[src/rtl/cs_pkg.sv]
package cs_pkg;
    // Per-input filter state: two synchronizer stages, a history bit, the accepted level
    typedef struct packed {
        logic [1:0] sync;
        logic       hold;
        logic       level;
    } flt_t;
endpackage

[src/rtl/cs_oe_filter.sv]
module cs_oe_filter
    import cs_pkg::*;
(
    input  logic clk,
    input  logic rst_n,
    input  logic raw,
    output logic sync_o,
    output logic level
);
    flt_t st_d, st_q;

    always_comb begin
        st_d      = st_q;
        st_d.sync = {st_q.sync[0], raw};
        st_d.hold = st_q.sync[1];
        // accept only a value seen on two consecutive edges after synchronization
        if (st_q.sync[1] == st_q.hold) begin
            st_d.level = st_q.sync[1];
        end
    end

    always_ff @(posedge clk or negedge rst_n) begin
        if (!rst_n) begin
            st_q <= '0;
        end else begin
            st_q <= st_d;
        end
    end

    assign sync_o = st_q.sync[1];
    assign level  = st_q.level;
endmodule

[src/rtl/cs_pair_gate.sv]
module cs_pair_gate (
    input  logic clk,
    input  logic rst_n,
    input  logic stop_req,
    output logic en_t_o,
    output logic en_c_o,
    output logic clk_t,
    output logic clk_c
);
    logic en_t_d, en_t_q;
    logic en_c_d, en_c_q;

    always_comb begin
        en_t_d = !stop_req;
        en_c_d = en_t_q;
    end

    // true leg is low while the reference is low: update there
    always_ff @(negedge clk or negedge rst_n) begin
        if (!rst_n) begin
            en_t_q <= 1'b1;
        end else begin
            en_t_q <= en_t_d;
        end
    end

    // complement leg is low while the reference is high: update there
    always_ff @(posedge clk or negedge rst_n) begin
        if (!rst_n) begin
            en_c_q <= 1'b1;
        end else begin
            en_c_q <= en_c_d;
        end
    end

    assign clk_t  = clk & en_t_q;
    assign clk_c  = ~clk & en_c_q;
    assign en_t_o = en_t_q;
    assign en_c_o = en_c_q;
endmodule

[src/rtl/cs_oe_stopper.sv]
module cs_oe_stopper #(
    parameter int N_PAIRS = 8,
    parameter int N_DED   = 4,
    parameter logic [N_DED-1:0][7:0] DED_PAIR = {8'd6, 8'd3, 8'd1, 8'd0}
) (
    input  logic               clk,
    input  logic               rst_n,
    input  logic [N_DED-1:0]   oe_ded_n,
    input  logic               oe_a_n,
    input  logic               oe_b_n,
    input  logic               mask_we,
    input  logic [N_PAIRS-1:0] mask_a_wdata,
    input  logic [N_PAIRS-1:0] mask_b_wdata,
    output logic [N_PAIRS-1:0] clk_t,
    output logic [N_PAIRS-1:0] clk_c
);
    localparam int N_SRC = N_DED + 2;
    localparam int IDX_A = N_DED;
    localparam int IDX_B = N_DED + 1;

    typedef struct packed {
        logic [N_PAIRS-1:0] mask_a;
        logic [N_PAIRS-1:0] mask_b;
    } cfg_t;

    cfg_t cfg_d, cfg_q;

    logic [N_SRC-1:0]   raw_n;
    logic [N_SRC-1:0]   sync_mon;
    logic [N_SRC-1:0]   lvl;
    logic [N_PAIRS-1:0] ded_cov;
    logic [N_PAIRS-1:0] ded_hit;
    logic [N_PAIRS-1:0] stoppable;
    logic [N_PAIRS-1:0] stop_req;
    logic [N_PAIRS-1:0] en_t;
    logic [N_PAIRS-1:0] en_c;

    assign raw_n = {oe_b_n, oe_a_n, oe_ded_n};

    generate
        for (genvar g = 0; g < N_SRC; g++) begin : g_flt
            cs_oe_filter u_flt (
                .clk    (clk),
                .rst_n  (rst_n),
                .raw    (raw_n[g]),
                .sync_o (sync_mon[g]),
                .level  (lvl[g])
            );
        end
    endgenerate

    always_comb begin
        cfg_d = cfg_q;
        if (mask_we) begin
            cfg_d.mask_a = mask_a_wdata;
            cfg_d.mask_b = mask_b_wdata;
        end
    end

    always_ff @(posedge clk or negedge rst_n) begin
        if (!rst_n) begin
            cfg_q <= '0;
        end else begin
            cfg_q <= cfg_d;
        end
    end

    always_comb begin
        ded_cov = '0;
        ded_hit = '0;
        for (int p = 0; p < N_PAIRS; p++) begin
            for (int k = 0; k < N_DED; k++) begin
                if (DED_PAIR[k] == 8'(p)) begin
                    ded_cov[p] = 1'b1;
                    ded_hit[p] = ded_hit[p] | lvl[k];
                end
            end
        end
    end

    assign stoppable = ded_cov | cfg_q.mask_a | cfg_q.mask_b;
    assign stop_req  = ded_hit
                     | (cfg_q.mask_a & {N_PAIRS{lvl[IDX_A]}})
                     | (cfg_q.mask_b & {N_PAIRS{lvl[IDX_B]}});

    generate
        for (genvar i = 0; i < N_PAIRS; i++) begin : g_pair
            cs_pair_gate u_gate (
                .clk      (clk),
                .rst_n    (rst_n),
                .stop_req (stop_req[i]),
                .en_t_o   (en_t[i]),
                .en_c_o   (en_c[i]),
                .clk_t    (clk_t[i]),
                .clk_c    (clk_c[i])
            );
        end
    endgenerate
endmodule

[config.mk]
export PLATFORM = sky130hd
export DESIGN_NAME = cs_oe_stopper
export DESIGN_NICKNAME = d
export VERILOG_FILES = /design/src/rtl/cs_pkg.sv /design/src/rtl/cs_oe_filter.sv /design/src/rtl/cs_pair_gate.sv /design/src/rtl/cs_oe_stopper.sv
export SDC_FILE = /design/constraint.sdc
export NUM_CORES = 1
export LEC_CHECK = 0
export ABC_AREA = 1
export BUFFER_PORTS_ARGS = -buffer_cell sky130_fd_sc_hd__buf_2
export CAP_MARGIN = 20
export CORE_MARGIN = 1.5
export CORE_UTILIZATION = 50
export DETAILED_ROUTE_END_ITERATION = 10
export PLACE_DENSITY_LB_ADDON = 0.05
export SETUP_SLACK_MARGIN = 0.02
export SYNTH_ARGS = -nofsm -noshare
export SYNTH_HDL_FRONTEND = slang
export SYNTH_HIERARCHICAL = 1
export SYNTH_SLANG_ARGS = --single-unit
[constraint.sdc]
create_clock -name clk -period 0.9 [get_ports clk]
set_input_delay 0.135 -clock clk [delete_from_list [all_inputs] [get_ports clk]]
set_output_delay 0.135 -clock clk [all_outputs]
set_load 0.02 [all_outputs]
-- After elaboration in Yosys (flattened, before gate mapping)
Cells that the tools add are included.
- memories: 0
- memory bits (read-only): 0
- bits in writable memories: 0
- flip-flop bits (word level): 56
- latch bits: 0
- bits of input ports: 25
- add/sub/neg operators: 0
- divide/modulo/power cells: 0
- reduce and logical (&&, ||, !) cells: 8
- multiply operators: 0
- shift operators: 0
- mux-type cells: 0
- order comparisons: 0
- bitwise operators: 21
- eq/ne operators: 6
- operators by type and width (cell ; number):
    $and A1 B1 Y1 ; 16
    $and A8 B8 Y8 ; 2
    $logic_not A1 Y1 ; 8
    $or A7 B8 Y8 ; 1
    $or A8 B8 Y8 ; 1
    $eq A1 B1 Y1 ; 6
    $not A1 Y1 ; 1

-- Logic depth before layout (Yosys ltp)
Gate-level depths: netlist of run 1.
- word-level depth: 4
- mapped depth: 4

-- Modules after synthesis
Netlist of run 1, hierarchy kept.
- by module, submodules not included (module ; cells each ; sequential area each (um^2) ; times used ; area each (um^2)):
    cs_oe_stopper ; 97 ; 400.4 ; 1 ; 765.7
    cs_oe_filter ; 8 ; 100.1 ; 6 ; 116.4
    cs_pair_gate ; 8 ; 52.6 ; 8 ; 75.1

==> summary.md, run 1 <==
| Metric | Value |
|---|---|
| Outcome | finished, violations left |
| Violated checks | setup timing |
| Worst hold-check path type | in2reg |
| Total congestion overflow after global routing | 0 |
| Cell area power density | between 2000 and 3000 nW/um^2 |
| Main combinational cell family by area after synthesis | buffers and inverters |
| Antenna violations before repair | 0 |
| Starting DRC count in detailed routing | 61 |
| Simple-gate portion of the synthesized area | about an eighth |
| Element type at the critical path end | output port |
| Half-perimeter wire length of the detailed placement result | about 2.1 mm |
| Start-to-end type of the worst setup path | reg2out |
| Ratio of routed vias to standard cells | between 4 and 5 |
| Leading cell type in the layout, fill and taps excluded | inv_1 |
| GPL Wtd Cong | a little over 0.7 |
| Vias | around 1600 |
| Number of placed instances, taps included | slightly above 300 |
| Synth Warn # | 6 |
| Post-Synthesis Net Count | between 200 and 250 |
| Rel. slew slack | approximately two thirds |
| Share of the synthesized area in compound gates (AO/OA/AOI/OAI) | around 5.9% |
| Synth Cell Area | between 2000 and 2500 um^2 |
| Total detailed-routing wirelength | roughly 4.2 mm |
| Final slew viol count | 0 |
| TritonCTS clock tree | yes |
| Starting utilization of the core area | between 50% and 60% |
| Remaining antenna violation count | 0 |
| Pin count of the biggest net entering global routing | 33 |
| Die height | approximately 67 um |
| Number of diodes added for antenna fixing | 0 |
| Req. time, crit path | roughly 0.76 ns |
| RSZ-0062 raised after global routing | yes |
| Xor and xnor fraction of the mapped netlist area | 0% |
| Total routing resource utilization after global routing | 21.4% |
| Number of standard-cell rows in the floorplan | 23 |
| Share of layout cells above drive strength 1 | 47.7% |
| Mean routed wirelength per cell | around 12 um |
| Portion of synthesized cell area occupied by the leading cell type | ~48% |
| Commonest cells after routing, fill and taps aside | inv_1 (40), dfrtp_1 (38), nand2_1 (32) |
| Clock slew seen by the registers of the worst setup and hold paths | 0.09 ns |
| Post-synthesis instance total | ~210 |
| Portion of the post-synthesis area used by sequential elements | between 60% and 70% |
| Startpoint kind of the worst setup timing path | register |
| Core ar. | approximately 4000 um^2 |
| Number of unique standard cell types used by synthesis | 12 |
| Top cells by area in the synthesized netlist | dfrtp_1 (48%), dfstp_2 (20%), inv_1 (11%) |
| Clk_lat worst skew | about 0.48 ns |
| First-pass detailed-route iteration total | 4 |
| Floorplan die width | 67.3 um |
| Post-synthesis area per instance | around 10 um^2 |
| # Max-Cap Violations | 0 |
| Crit path arrival time | approximately 1.7 ns |
| Post-layout net count | about 330 |
| Largest fanout on the critical path | 2 |
| Library cell with the largest summed area after synthesis | dfrtp_1 |
| Post-route setup slack | -0.901 ns |
| Synth Area in Adders | 0% |
| Die outline area | about 4500 um^2 |
| Mux cell area share after synthesis | 0% |
| Hold Violations, Final | 0 |
| Number of top-level design ports | 41 |
| VDD IR-drop max | 1.44 mV |
| Number of global-route vias before repair | between 1500 and 2000 |
| Worst clock skew on the final layout | about 0.073 ns |
| Design Power | 9.40 mW |
| Number of setup violations in the final report | 48 |
| Register bit count reported by yosys | 56 |
| Area growth syn-to-layout | 53.7% |
| Transition at the pin with the smallest max-transition slack | between 0.5 and 0.6 ns |
| Wire length of the first global-routing pass | around 6.6 mm |
| Post-detailed-route DRC marker count | 0 |
| Final cell count without fillers | between 300 and 400 |
| Reported leakage power | roughly 1.7 nW |
| Count of port buffers added during placement | 40 |
layer usage:
metal	global-route usage [%]	vias to the layer above	share of wire, %
met5	0	-	0
met4	24.0	0	4.6
met3	10.0	19	5.1
met2	30.8	46	49
met1	21.2	768	41
li1	-	777	-
per-stage QoR:
step                cell area [um^2]  util, %  TNS, ns  hold WS [ns]  worst slack (ns)
floorplan                       2100        -    -5.65        -0.161            -0.330
global placement                2380     59.8    -7.16         0.124            -0.415
detailed placement              2380     59.8    -7.46         0.123            -0.424
CTS                             2990     75.4   -14.99         0.197            -0.907
global route                    3170     79.9   -15.83         0.226            -0.955
finish                          3170     79.9   -14.52         0.201            -0.901
cells in the mapped netlist:
master,count
nand3_1,4
a21oi_1,6
o21ai_2,3
buf_6,3
dfstp_2,16
o21ai_0,13
dfrtp_1,40
nand2_1,50
clkbuf_2,1
inv_1,58
buf_2,1
nor2_1,14
power by group:
part / switching (mW) / total [mW] / internal [mW]
clock network: 2.57 / 5.79 / 3.23
logic: 0.302 / 0.634 / 0.332
registers: 0.149 / 2.98 / 2.83
final cells by class:
class	count	area (um^2)
sequential	56	1420
fill	244	798
timing repair buffer	65	532
multi-input combinational	90	488
clock buffer	30	410
inverter	42	158
clock inverter	19	98.8
tap	50	62.6
what timing repair did:
item	in CTS	in global routing
resized for setup	40	43
hold buffers	23	0
endpoints found under the setup margin	49	49
hold endpoints to repair	69	0
setup buffers	2	9
pin swaps	0	3
cloned	0	0
worst paths after layout:
check	end	from	slack, ns	cells after the start
max	clk_t[1]	g_pair[1].u_gate/en_t_o$_DFF_NN1_	-0.90	3
min	cfg_q[15]$_DFFE_PN0P_	mask_we	0.20	3
max reg2reg	g_pair[3].u_gate/en_t_o$_DFF_NN1_	g_flt[5].u_flt/level$_DFFE_PN0N_	-0.32	4
min reg2reg	g_flt[5].u_flt/sync_o$_DFF_PN0_	g_flt[5].u_flt/st_d[3]$_DFF_PN0_	0.36	0
max in group asynchronous	g_pair[3].u_gate/en_t_o$_DFF_NN1_	rst_n	0.07	3
min in group asynchronous	g_flt[2].u_flt/level$_DFFE_PN0N_	rst_n	0.23	3
kinds of logic (layout without fill, tap and decap cells):
family	after synthesis	after routing
buffers and inverters	63	156
AOI/OAI and AO/OA	22	22
DFF	56	56
and+or+nand+nor	68	68
flip-flops by register name, indices dropped and copies added (netlist names):
signal	cells
cfg_q	16
g_flt.u_flt/level	6
g_flt.u_flt/st_d	6
g_flt.u_flt/st_q	6
g_flt.u_flt/sync_o	6
g_pair.u_gate/en_c_o	8
g_pair.u_gate/en_t_o	8
worst max-delay path, cell delays in order (launching register included):
cell	delay (ns)
dfstp_2	0.54
nand2_2	0.05
inv_2	0.05
buf_6	0.10
Power figures use the tool's default switching activity.
==> run 2: changes to the inputs <==
clock period = 1.8 ns   (was 0.9 ns; I/O delays follow)
==> run 2 against run 1 <==
The flow still finishes with violations (setup timing). Setup slack improved by 0.32 ns. Combinational power decreased by 67%. Count of clock-buffer cells in the layout increased by 1. Global-route usage decreased by 2.6 points. Worst hold slack got worse by 0.14 ns. Register-to-register slack improved by 0.48 ns. Largest power group unchanged. Highest routed layer unchanged.
==> summary.md, run 2 (synthesis gave the netlist of run 1 again) <==
| Metric | Value |
|---|---|
| Cell area power density | 1580 nW/um^2 (was 2960 nW/um^2) |
| Ratio of routed vias to standard cells | 4.46 (was 4.57) |
| Total detailed-routing wirelength | 3.63 mm (was 4.20 mm) |
| Final slew viol count | 0 (unchanged) |
| Slowest-stage cell, CP | dfstp_2 (unchanged) |
| Worst hold-check path type | in2reg (unchanged) |
| Req. time, crit path | 1.53 ns (was 0.76 ns) |
| Count of port buffers added during placement | 40 (unchanged) |
| Number of standard-cell rows in the floorplan | 23 (unchanged) |
| Clk_lat worst skew | 0.48 ns (about the same) |
| Final Core Density | 71.7% (was 79.9%) |
| Count of filler cells inserted in the layout | 305 (was 244) |
| Ordered list of cells on the worst path | nand2_2 > inv_2 > buf_6 (unchanged) |
| Core ar. | 3970 um^2 (unchanged) |
| Rel. slew slack | 66.2% (was 65.2%) |
| Clock slew seen by the registers of the worst setup and hold paths | 0.09 ns (about the same) |
| Number of placed instances, taps included | 298 (was 302) |
| Antenna violations before repair | 0 (unchanged) |
| Die outline area | 4520 um^2 (unchanged) |
| Mean routed wirelength per cell | 11.2 um (was 11.9 um) |
| Remaining antenna violation count | 0 (unchanged) |
| Top delay family on crit path | flip-flops (unchanged) |
| Final cell count without fillers | 325 (was 352) |
| Starting utilization of the core area | 52.0% (unchanged) |
| Number of top-level design ports | 41 (unchanged) |
| Post-detailed-route DRC marker count | 0 (unchanged) |
| Hold WS | 0.0612 ns (was 0.201 ns) |
| Final design instance area without fill | 2850 um^2 (was 3170 um^2) |
| Max FFs per register | 16 (unchanged) |
| Delay of the slowest critical-path stage | 0.53 ns (was 0.54 ns) |
| GPL Wtd Cong | 0.671 (was 0.711) |
| Area growth syn-to-layout | 37.9% (was 53.7%) |
| Pin count of the biggest net entering global routing | 33 (unchanged) |
| TritonCTS clock tree | yes (unchanged) |
| Half-perimeter wire length of the detailed placement result | 2.21 mm (was 2.11 mm) |
| Worst Path Buf+Inv | 2 (unchanged) |
| Number of global-route vias before repair | 1550 (was 1736) |
| Share of layout cells above drive strength 1 | 39.3% (was 47.7%) |
| Outcome | finished, violations left (unchanged) |
| Largest Register | cfg_q (unchanged) |
| Post-layout net count | 298 (was 325) |
| Total routing resource utilization after global routing | 18.8% (was 21.4%) |
| Post-route setup slack | -0.580 ns (was -0.901 ns) |
| Floorplan die width | 67.3 um (unchanged) |
| VDD IR-drop max | 0.788 mV (was 1.44 mV) |
| First-pass detailed-route iteration total | 4 (unchanged) |
| Transition at the pin with the smallest max-transition slack | 0.508 ns (was 0.521 ns) |
| Number of diodes added for antenna fixing | 0 (unchanged) |
| Commonest cells after routing, fill and taps aside | inv_1 (50), nand2_1 (42), dfrtp_1 (38) (was inv_1 (40), dfrtp_1 (38), nand2_1 (32)) |
| # Max-Cap Violations | 0 (unchanged) |
| Starting DRC count in detailed routing | 50 (was 61) |
| Hold Violations, Final | 0 (unchanged) |
| Vias | 1448 (was 1610) |
| Start-to-end type of the worst setup path | reg2out (unchanged) |
| Violated checks | setup timing (unchanged) |
| Reported leakage power | 1.51 nW (was 1.66 nW) |
| Wire length of the first global-routing pass | 5.90 mm (was 6.62 mm) |
| Element type at the critical path end | output port (unchanged) |
| Die height | 67.3 um (unchanged) |
| Crit path arrival time | 2.11 ns (was 1.67 ns) |
| Total congestion overflow after global routing | 0 (unchanged) |
| Worst clock skew on the final layout | 0.0744 ns (was 0.0730 ns) |
| Leading cell type in the layout, fill and taps excluded | inv_1 (unchanged) |
| RSZ-0062 raised after global routing | yes (unchanged) |
| Startpoint kind of the worst setup timing path | register (unchanged) |
| Cell area reported after detailed placement | 2310 um^2 (was 2380 um^2) |
| Largest fanout on the critical path | 2 (unchanged) |
| Number of setup violations in the final report | 16 (was 48) |
==> run 2: routing by layer <==
layer | vias to the layer above | share of wire, % | global-route usage, %
li1 | 721 | - | -
met1 | 667 | 39 | 17.2
met2 | 42 | 51 | 28.7
met3 | 18 | 5.4 | 9.00
met4 | 0 | 4.5 | 20.7
met5 | - | 0 | 0
==> run 2: final timing paths <==
| check | start | endpoint | slack, ns | depth (start not counted) |
|---|---|---|---|---|
| max | g_pair[1].u_gate/en_t_o$_DFF_NN1_ | clk_t[1] | -0.58 | 3 |
| min | mask_b_wdata[7] | cfg_q[7]$_DFFE_PN0P_ | 0.06 | 3 |
| max reg2reg | g_pair[4].u_gate/en_t_o$_DFF_NN1_ | g_pair[4].u_gate/en_c_o$_DFF_PN1_ | 0.16 | 1 |
| min reg2reg | g_flt[3].u_flt/st_d[3]$_DFF_PN0_ | g_flt[3].u_flt/sync_o$_DFF_PN0_ | 0.35 | 0 |
| max in group asynchronous | rst_n | g_pair[6].u_gate/en_t_o$_DFF_NN1_ | 0.33 | 2 |
| min in group asynchronous | rst_n | g_flt[3].u_flt/st_q[1]$_DFF_PN0_ | 0.31 | 2 |
==> run 2: repair_timing <==
item,4_1_cts,5_1_grt
pin swaps,8,0
endpoints found under the setup margin,24,28
setup buffers,3,0
gates cloned,0,0
endpoints found under the hold margin,7,0
hold buffers,7,0
gates resized for setup,55,5
==> run 2: area by class of cell <==
cell class | count | area (um^2) | share of cell area, %
inverter | 42 | 158 | 5.54
timing repair buffer | 38 | 243 | 8.52
multi-input combinational | 90 | 462 | 16.2
sequential | 56 | 1420 | 50.0
clock buffer | 31 | 424 | 14.9
clock inverter | 18 | 75.1 | 2.64
tap | 50 | 62.6 | 2.20
==> run 2: power by group <==
part	internal [mW]	switching [mW]
registers	1.41	0.0700
logic	0.0899	0.119
clock network	1.51	1.31
==> run 2: per-stage QoR <==
step                power (mW)  setup TNS, ns  worst slack, ns
finish                    4.51          -4.53           -0.580
global route              4.79          -4.99           -0.652
CTS                       4.56          -4.64           -0.591
detailed placement        2.38         -0.865           -0.119
global placement          2.37         -0.792          -0.0995
floorplan                 2.11         -0.122          -0.0153
